**src/rtl/pfd_pkg.sv**
```systemverilog
package pfd_pkg;
    localparam int IDX_FB  = 0;
    localparam int IDX_REF = 1;
    localparam int N_IN    = 2;

    typedef struct packed {
        logic up;
        logic dn;
    } pfd_flags_t;
endpackage

```
**src/rtl/pfd_edge_sync.sv**
```systemverilog
module pfd_edge_sync #(
    parameter int STAGES = 2
) (
    input  logic clk,
    input  logic rst_n,
    input  logic d_i,
    output logic rise_o
);
    typedef struct packed {
        logic [STAGES-1:0] sh;
        logic              prev;
    } sync_t;

    sync_t cur_q, nxt_d;

    always_comb begin
        nxt_d      = cur_q;
        nxt_d.sh   = (cur_q.sh << 1) | STAGES'(d_i);
        nxt_d.prev = cur_q.sh[STAGES-1];
    end

    always_ff @(posedge clk or negedge rst_n) begin
        if (!rst_n) cur_q <= '0;
        else        cur_q <= nxt_d;
    end

    assign rise_o = cur_q.sh[STAGES-1] & ~cur_q.prev;

    // A detected rising edge lasts a single sample cycle.
    p_single_rise_r2: assert property (@(posedge clk) disable iff (!rst_n)
        rise_o |=> !rise_o);
endmodule

```
**src/rtl/pfd_core.sv**
```systemverilog
module pfd_core
    import pfd_pkg::*;
(
    input  logic clk,
    input  logic rst_n,
    input  logic fb_rise_i,
    input  logic ref_rise_i,
    output logic up_act_o,
    output logic dn_act_o
);
    pfd_flags_t flg_q, flg_d;
    logic       clr;

    always_comb begin
        clr      = flg_q.up & flg_q.dn;
        flg_d.up = (flg_q.up & ~clr) | ref_rise_i;
        flg_d.dn = (flg_q.dn & ~clr) | fb_rise_i;
    end

    always_ff @(posedge clk or negedge rst_n) begin
        if (!rst_n) flg_q <= '0;
        else        flg_q <= flg_d;
    end

    assign up_act_o = flg_q.up;
    assign dn_act_o = flg_q.dn;

    p_ref_sets_up_r3: assert property (@(posedge clk) disable iff (!rst_n)
        ref_rise_i |=> up_act_o);
    p_fb_sets_dn_r4: assert property (@(posedge clk) disable iff (!rst_n)
        fb_rise_i |=> dn_act_o);
    p_joint_clear_r5: assert property (@(posedge clk) disable iff (!rst_n)
        (up_act_o && dn_act_o && !ref_rise_i && !fb_rise_i) |=> (!up_act_o && !dn_act_o));
endmodule

```
**src/rtl/pfd_lock_filter.sv**
```systemverilog
module pfd_lock_filter #(
    parameter int LOCK_CYCLES = 16,
    parameter int ERR_LIMIT   = 8
) (
    input  logic clk,
    input  logic rst_n,
    input  logic raw_i,
    output logic locked_o
);
    localparam int RUN_MAX = ERR_LIMIT + 1;
    localparam int RUN_W   = $clog2(RUN_MAX + 1);
    localparam int GOOD_W  = $clog2(LOCK_CYCLES + 1);

    typedef struct packed {
        logic [RUN_W-1:0]  run;
        logic [GOOD_W-1:0] good;
        logic              locked;
    } lk_t;

    lk_t lk_q, lk_d;

    always_comb begin
        lk_d = lk_q;
        if (raw_i) begin
            if (lk_q.run != RUN_W'(RUN_MAX)) lk_d.run = lk_q.run + RUN_W'(1);
            if (lk_q.run >= RUN_W'(ERR_LIMIT)) begin
                lk_d.locked = 1'b0;
                lk_d.good   = '0;
            end
        end else if (lk_q.run != '0) begin
            lk_d.run = '0;
            if (lk_q.run <= RUN_W'(ERR_LIMIT)) begin
                if (lk_q.good != GOOD_W'(LOCK_CYCLES)) lk_d.good = lk_q.good + GOOD_W'(1);
                if (lk_q.good >= GOOD_W'(LOCK_CYCLES - 1)) lk_d.locked = 1'b1;
            end
        end
    end

    always_ff @(posedge clk or negedge rst_n) begin
        if (!rst_n) lk_q <= '0;
        else        lk_q <= lk_d;
    end

    assign locked_o = lk_q.locked;

    p_lock_after_quiet_r8: assert property (@(posedge clk) disable iff (!rst_n)
        $rose(locked_o) |-> $past(!raw_i));
    p_kill_long_run_r9: assert property (@(posedge clk) disable iff (!rst_n)
        (raw_i && lk_q.run >= RUN_W'(ERR_LIMIT)) |=> !locked_o);
    p_no_lock_over_limit_r9: assert property (@(posedge clk) disable iff (!rst_n)
        (lk_q.run > RUN_W'(ERR_LIMIT)) |-> !locked_o);
endmodule

```
**src/rtl/pfd_lock_top.sv**
```systemverilog
module pfd_lock_top
    import pfd_pkg::*;
#(
    parameter int SYNC_STAGES = 2,
    parameter int LOCK_CYCLES = 16,
    parameter int ERR_LIMIT   = 8
) (
    input  logic clk,
    input  logic rst_n,
    input  logic fb_clk_i,
    input  logic ref_clk_i,
    output logic up_n_o,
    output logic dn_n_o,
    output logic raw_ind_o,
    output logic lock_o
);
    logic [N_IN-1:0] in_vec;
    logic [N_IN-1:0] rise_vec;
    logic            up_act, dn_act;

    assign in_vec[IDX_FB]  = fb_clk_i;
    assign in_vec[IDX_REF] = ref_clk_i;

    for (genvar g = 0; g < N_IN; g++) begin : g_sync
        pfd_edge_sync #(.STAGES(SYNC_STAGES)) u_sync (
            .clk    (clk),
            .rst_n  (rst_n),
            .d_i    (in_vec[g]),
            .rise_o (rise_vec[g])
        );
    end

    pfd_core u_core (
        .clk        (clk),
        .rst_n      (rst_n),
        .fb_rise_i  (rise_vec[IDX_FB]),
        .ref_rise_i (rise_vec[IDX_REF]),
        .up_act_o   (up_act),
        .dn_act_o   (dn_act)
    );

    assign up_n_o    = ~up_act;
    assign dn_n_o    = ~dn_act;
    assign raw_ind_o = ~(up_n_o & dn_n_o);

    pfd_lock_filter #(.LOCK_CYCLES(LOCK_CYCLES), .ERR_LIMIT(ERR_LIMIT)) u_lock (
        .clk      (clk),
        .rst_n    (rst_n),
        .raw_i    (raw_ind_o),
        .locked_o (lock_o)
    );
endmodule

```
**config.mk**
```make
export PLATFORM = sky130hd
export DESIGN_NAME = pfd_lock_top
export DESIGN_NICKNAME = d
export VERILOG_FILES = /design/src/rtl/pfd_pkg.sv /design/src/rtl/pfd_edge_sync.sv /design/src/rtl/pfd_core.sv /design/src/rtl/pfd_lock_filter.sv /design/src/rtl/pfd_lock_top.sv
export SDC_FILE = /design/constraint.sdc
export NUM_CORES = 1
export LEC_CHECK = 0
export ABC_AREA = 1
export BUFFER_PORTS_ARGS = -buffer_cell sky130_fd_sc_hd__buf_2
export CORE_MARGIN = 4
export CORE_UTILIZATION = 49
export CTS_BUF_LIST = sky130_fd_sc_hd__clkbuf_2 sky130_fd_sc_hd__clkbuf_4 sky130_fd_sc_hd__clkbuf_8
export DETAILED_ROUTE_END_ITERATION = 12
export GPL_ROUTABILITY_DRIVEN = 0
export MAX_ROUTING_LAYER = met4
export PLACE_DENSITY_LB_ADDON = 0.08
export SLEW_MARGIN = 30
export SYNTH_ARGS = -nofsm -noshare
export SYNTH_HDL_FRONTEND = slang
export SYNTH_SLANG_ARGS = --single-unit
```
**constraint.sdc**
```tcl
create_clock -name clk -period 1.4 [get_ports clk]
set_clock_uncertainty 0.1 [all_clocks]
set_input_delay 0.14 -clock clk [delete_from_list [all_inputs] [get_ports clk]]
set_output_delay 0.14 -clock clk [all_outputs]
set_load 0.005 [all_outputs]
```
# Word level (Yosys, flattened, before mapping)
# Cells that the tools add are included.
op_classes:
  addsub: 2
  magnitude_cmp: 3
  eq_ne: 6
  n_mux: 7
  bitwise: 16
  reduce_logical: 6
op_table:
  columns: ["op", "count"]
  rows:
  - ["10-bit 2-to-1 mux", 2]
  - ["6-bit 2-to-1 mux", 2]
  - ["2-bit by 1-bit != test with 1-bit output (second input constant)", 4]
  - ["4-bit AND reduction", 2]
  - ["1-bit bitwise AND", 6]
  - ["1-bit inverter", 6]
  - ["5-bit by 1-bit adder with 5-bit output (second input constant)", 1]
  - ["5-bit by 4-bit greater-or-equal comparator with 1-bit output (second input constant)", 1]
  - ["5-bit 2-to-1 mux", 1]
  - ["5-bit != test (second input constant)", 1]
  - ["4-bit by 1-bit adder with 4-bit output (second input constant)", 1]
  - ["4-bit greater-or-equal comparator (second input constant)", 1]
  - ["4-bit less-or-equal comparator (second input constant)", 1]
  - ["4-bit 2-to-1 mux", 1]
  - ["4-bit != test (second input constant)", 1]
  - ["2-bit by 1-bit bitwise OR with 2-bit output", 2]
  - ["2-bit nonzero test", 2]
  - ["4-bit nonzero test", 1]
  - ["1-bit bitwise OR", 2]
  - ["2-bit AND reduction", 1]
  - ["1-bit 2-to-1 mux", 1]
word_totals:
  register_bits: 18
  input_bits: 4
  output_inout_bits: 4
  word_cells: 49

# Longest topological paths before layout
logic_depth:
  ltp_word: 5
  ltp_mapped: 9
  mapped_depth_nobuf: 9

# Modules after synthesis
# Synthesis repeated with hierarchy kept, for this count alone.
unflattened:
  hier_cells: 102
  hier_area_um2: 905.9
modules_own_cells:
  columns: ["mod", "instances", "cells_each", "area_each_um2", "seq_area_each_um2"]
  rows:
  - ["pfd_lock_filter", 1, 79, 641.9, 250.2]
  - ["pfd_edge_sync", 2, 5, 85.1, 75.1]
  - ["pfd_core", 1, 10, 80.1, 50.0]
  - ["pfd_lock_top", 1, 3, 13.8, 0.0]

# Worst setup path after synthesis
# OpenSTA, ideal clock, no wires.
synth_path:
  path_kind: "register to register"
  start: "reg u_lock.lk_q[1] in the netlist's numbering"
  end: "reg u_lock.lk_q[5] in the netlist's numbering"
  setup_time_ns: 0.065
  t_arrival_ns: 1.166
  required_ns: 1.235
  setup_slack_ns: 0.069
  path_stages_with_launch: 8
  n_path_buf: 0
  period_less_slack_ns: 1.331
  cell_sequence: "dfrtp_1 -> ha_1 -> nand2_1 -> nor2_1 -> ha_1 -> nor2_1 -> nand2_1 -> nand2_1"
synth_via:
  elab_chain_len: 5
  word_cells_on_any_way: 8
  classes_between: "add/sub: 1; eq/ne: 2; mux: 4; reduce/logical: 1"
synth_lines:
  columns: ["item", "line", "text"]
  rows:
  - ["start: declaration", "pfd_lock_filter.sv:20", "lk_t lk_q, lk_d;"]
  - ["start signal: assignment", "pfd_lock_filter.sv:41", "else lk_q <= lk_d;"]
  - ["5-bit by 1-bit adder with 5-bit output", "pfd_lock_filter.sv:33", "if (lk_q.good != GOOD_W'(LOCK_CYCLES)) lk_d.good = lk_q.good + GOOD_W'(1);"]
  - ["5-bit 2-to-1 mux", "pfd_lock_filter.sv:33", null]
  - ["6-bit 2-to-1 mux", "pfd_lock_filter.sv:32", "if (lk_q.run <= RUN_W'(ERR_LIMIT)) begin"]
  - ["10-bit 2-to-1 mux", "pfd_lock_filter.sv:30", "end else if (lk_q.run != '0) begin"]
  - ["10-bit 2-to-1 mux", "pfd_lock_filter.sv:24", "if (raw_i) begin"]
# Several ways; a longest one is shown, not always the timed one. The select of a mux whose other input is x is not followed.
# A chain may end at the register's enable or synchronous reset.

# Worst setup path in the final report
layout_path:
  start: "reg u_lock.lk_q[6] in the netlist's numbering"
  end: "reg u_lock.lk_q[5] in the netlist's numbering"
layout_via:
  elab_chain_len: 3
  word_cells_on_any_way: 7
  classes_between: "order compare: 2; eq/ne: 2; reduce/logical: 3"
layout_lines:
  columns: ["item", "line"]
  rows:
  - ["4-bit less-or-equal comparator (tied with other cells)", "pfd_lock_filter.sv:32"]
  - ["2-bit by 1-bit != test with 1-bit output (no line) / 2-bit nonzero test (equally long branches)", null]
  - ["4-bit AND reduction (no line) (*)", null]
# Every way passes the cells marked *; elsewhere a longest branch is shown, timed or not.

==> summary.txt <==
Outcome
  • Outcome: finished, violations left
  • Failing checks: negative setup slack

Yosys
  • #FFs+latches synth: 18
  • Post-synthesis sequential area ratio: 50.9%
  • Top area cells in the synthesized netlist: dfrtp_1, nand2_1, ha_1, inv_1, nand3_1
  • Area of the mapped netlist: a little under 900 um2
  • Syn nets: 116
  • Synth top area share: 50.9%
  • Largest area contributor in the netlist: dfrtp_1
  • Post-Syn Area per Cell: between 8 and 9 um2
  • Synth Instances: 106
  • Count of cell types in the netlist: 19
  • Yosys warns: 0

Final layout
  • Antenna diodes: 0
  • Fraction of layout cells with a size suffix above 1: 35.7%
  • Fillers: 157
  • Area growth syn-to-layout: 31.3%
  • Multi-input logic area: roughly 450 um2
  • Final Net Count: 137
  • Register area: 452 um2

Timing
  • Final setup violation count: 1
  • RSZ-0062 raised after global routing: true
  • Measured slew at the worst slew-check pin: 0.408 ns
  • Worst rel slew slack: between 70% and 80%
  • Final WS setup: -0.0000115 ns
  • Fin. max-slew vios: 0
  • Fin. Hold Viols: 0
  • Period utilization: 100%
  • Max Clk Rate: 714 MHz
  • Tmin final: 1.40 ns

Clock tree
  • H-Tree Depth: 1
  • Clock Path Buffers: 2
  • Worst skew pair latency: 0.30 ns
  • Root Buffer: clkbuf_4
  • CTS buffer count: 3
  • CTS sink count: 18
  • CTS tree: done
  • Worst-path clk slew: approximately 0.11 ns

Pwr
  • Max VDD drop: around 1.2 mV
  • Total power: about 1.7 mW
  • Pleak: about 0.57 nW
  • Pwr/cell area: 1500 nW/um2

Critical path
  • Crit-path cells: inv_2, ha_2, nand2_4, nand2_2, nand2_2, nand2_2, nand2_4, nand2_1, nand2_1
  • CP Launch Type: flip-flop
  • Critical path type: flip-flop to flip-flop
  • Crit-path max FO: 5
  • CP Data Arrival Time: 1.50 ns
  • Buffers and inverters on the worst path: 1
  • Most used cell, CP: nand2_2
  • Top Family by Delay on Critical Path: simple AND/OR/NAND/NOR gates
  • Slowest cell on the critical path: dfrtp_1
  • Worst setup EP type: flip-flop
  • Largest stage delay, worst path: 0.41 ns
  • Data required, critical path: around 1.5 ns

Die
  • Starting Density: 51.2%
  • Die W: 50.5 um
  • Std-Cell Rows: 15
  • Die height: 50.5 um
  • Die Area: 2550 um2
  • Ports: 8
  • Core area: between 1500 and 2000 um2

Placed design
  • Post-detail-place hpwl: 1070 um
  • IO buf count: 7
  • Pre-CTS setup slack: -0.0209 ns

Global route
  • Largest net degree at the start of global routing: 19
  • Number of global-route vias before repair: 666
  • Met3 usage: under 10%
  • Met1 Resource Use GR: 18.9%
  • First-pass GRT wire length: 2700 um
  • Total Routing Usage GR: 14.4%
  • Initial antenna violation count: 0
  • M2 GR Usage: approximately 22%
  • GR peak layer: met2
  • Gr ovfl total: 0

Run
  • Maxcap violations: 0

Route
  • Via-to-Cell Ratio: 4.81
  • Residual DRC: 0
  • Total number of vias: 726
  • DR WL/cell: between 10 and 15 um
  • Drt pass-1 iters: 4
  • Starting DRT DRC Count: 20
  • Routed WL: 1740 um
  • Post-route ant nets: 0

Min path
  • Type of the most critical hold path: primary input to asynchronous set/reset pin
## final timing paths
check / startpoint / endpoint / slack (ns) / cells past startpoint
max: u_lock.lk_q[6] / u_lock.lk_q[5] / -0.00001 / 9
min: rst_n / g_sync[0].u_sync.cur_q[2] / 0.19 / 2
max reg2reg: u_lock.lk_q[6] / u_lock.lk_q[5] / -0.00001 / 9
min reg2reg: g_sync[0].u_sync.cur_q[1] / g_sync[0].u_sync.cur_q[2] / 0.25 / 0
max in group asynchronous: rst_n / u_core.dn_act_o / 0.69 / 2
min in group clk: g_sync[0].u_sync.cur_q[1] / g_sync[0].u_sync.cur_q[2] / 0.25 / 0
## metal layers
metal  share of wire, %  vias to the layer above
li1                   -                      367
met1                 46                      338
met2                 49                       15
met3                3.2                        6
met4                1.8                        0
met5                  0                        -
## per-stage QoR
| stage | util (%) | instance area, um2 | setup TNS, ns | cells | hold WS [ns] |
|---|---|---|---|---|---|
| finish | 67.2 | 1160 | -0.0000115 | 151 | 0.194 |
| global route | 67.2 | 1160 | -0.342 | 151 | 0.213 |
| CTS | 61.7 | 1070 | 0 | 150 | 0.199 |
| detailed placement | 56.1 | 968 | -0.0895 | 140 | -0.00813 |
| global placement | 56.1 | 968 | -0.0128 | 140 | -0.0128 |
| floorplan | - | 885 | 0 | 106 | -0.256 |
## report_power, final
group / internal (mW) / switching, mW
Clock: 0.159 / 0.165
Combinational: 0.317 / 0.411
Sequential: 0.603 / 0.0835
## cells in the final DEF, fill, tap and decap left out, drive strengths merged, types with 2 or more instances in the layout
cell type,n
nor2,13
a21oi,2
dfrtp,18
nand2,32
inv,17
buf,14
clkbuf,4
o21ai,2
o22ai,2
nand3,9
ha,6
dlygate4sd3,3
## cells by family (layout without fill, tap and decap cells)
family	Yosys count	count (layout)	synth area share, %
DFF	18	18	50.9
buffers and inverters	18	38	8.06
xor gates and xnor gates	1	1	0.990
AOI/OAI and AO/OA	6	6	3.68
adders and majority gates	6	6	8.49
and+or+nand+nor	57	57	27.9
## state kept, by name (all words and copies together), names as in the netlist
register             cells
g_sync.u_sync.cur_q      6
u_core.dn_act_o          1
u_core.up_act_o          1
u_lock.lk_q              9
u_lock.locked_o          1
## synthesized netlist by cell type
cell type / count
nor2_1: 11
dfrtp_1: 18
o22ai_1: 2
inv_1: 16
nor3b_1: 1
nand2_1: 31
inv_4: 1
nand3_1: 9
nor2_2: 1
clkbuf_2: 1
nor2_4: 1
o21ai_0: 1
o21ai_1: 1
ha_1: 6
nand4_1: 1
nand2_2: 1
or2_2: 1
xor2_1: 1
a21oi_1: 2
## what timing repair did
| item | 4_1_cts | 5_1_grt |
|---|---|---|
| resized for setup | 2 | 28 |
| buffers inserted | 3 | 2 |
| hold endpoints to repair | 20 | 0 |
| gates cloned | 0 | 0 |
| pin swaps | 2 | 10 |
| endpoints found under the setup margin | 8 | 10 |
| hold buffers | 3 | 0 |
## cell type report
cell class              count  area share (%)
clock buffers               4            3.13
inverters                  17            5.71
multi-input cells          70            38.8
flip-flops and latches     18            38.9
well taps                  25            2.69
repair buffers             17            10.8
(Power assumes the default switching activity.)
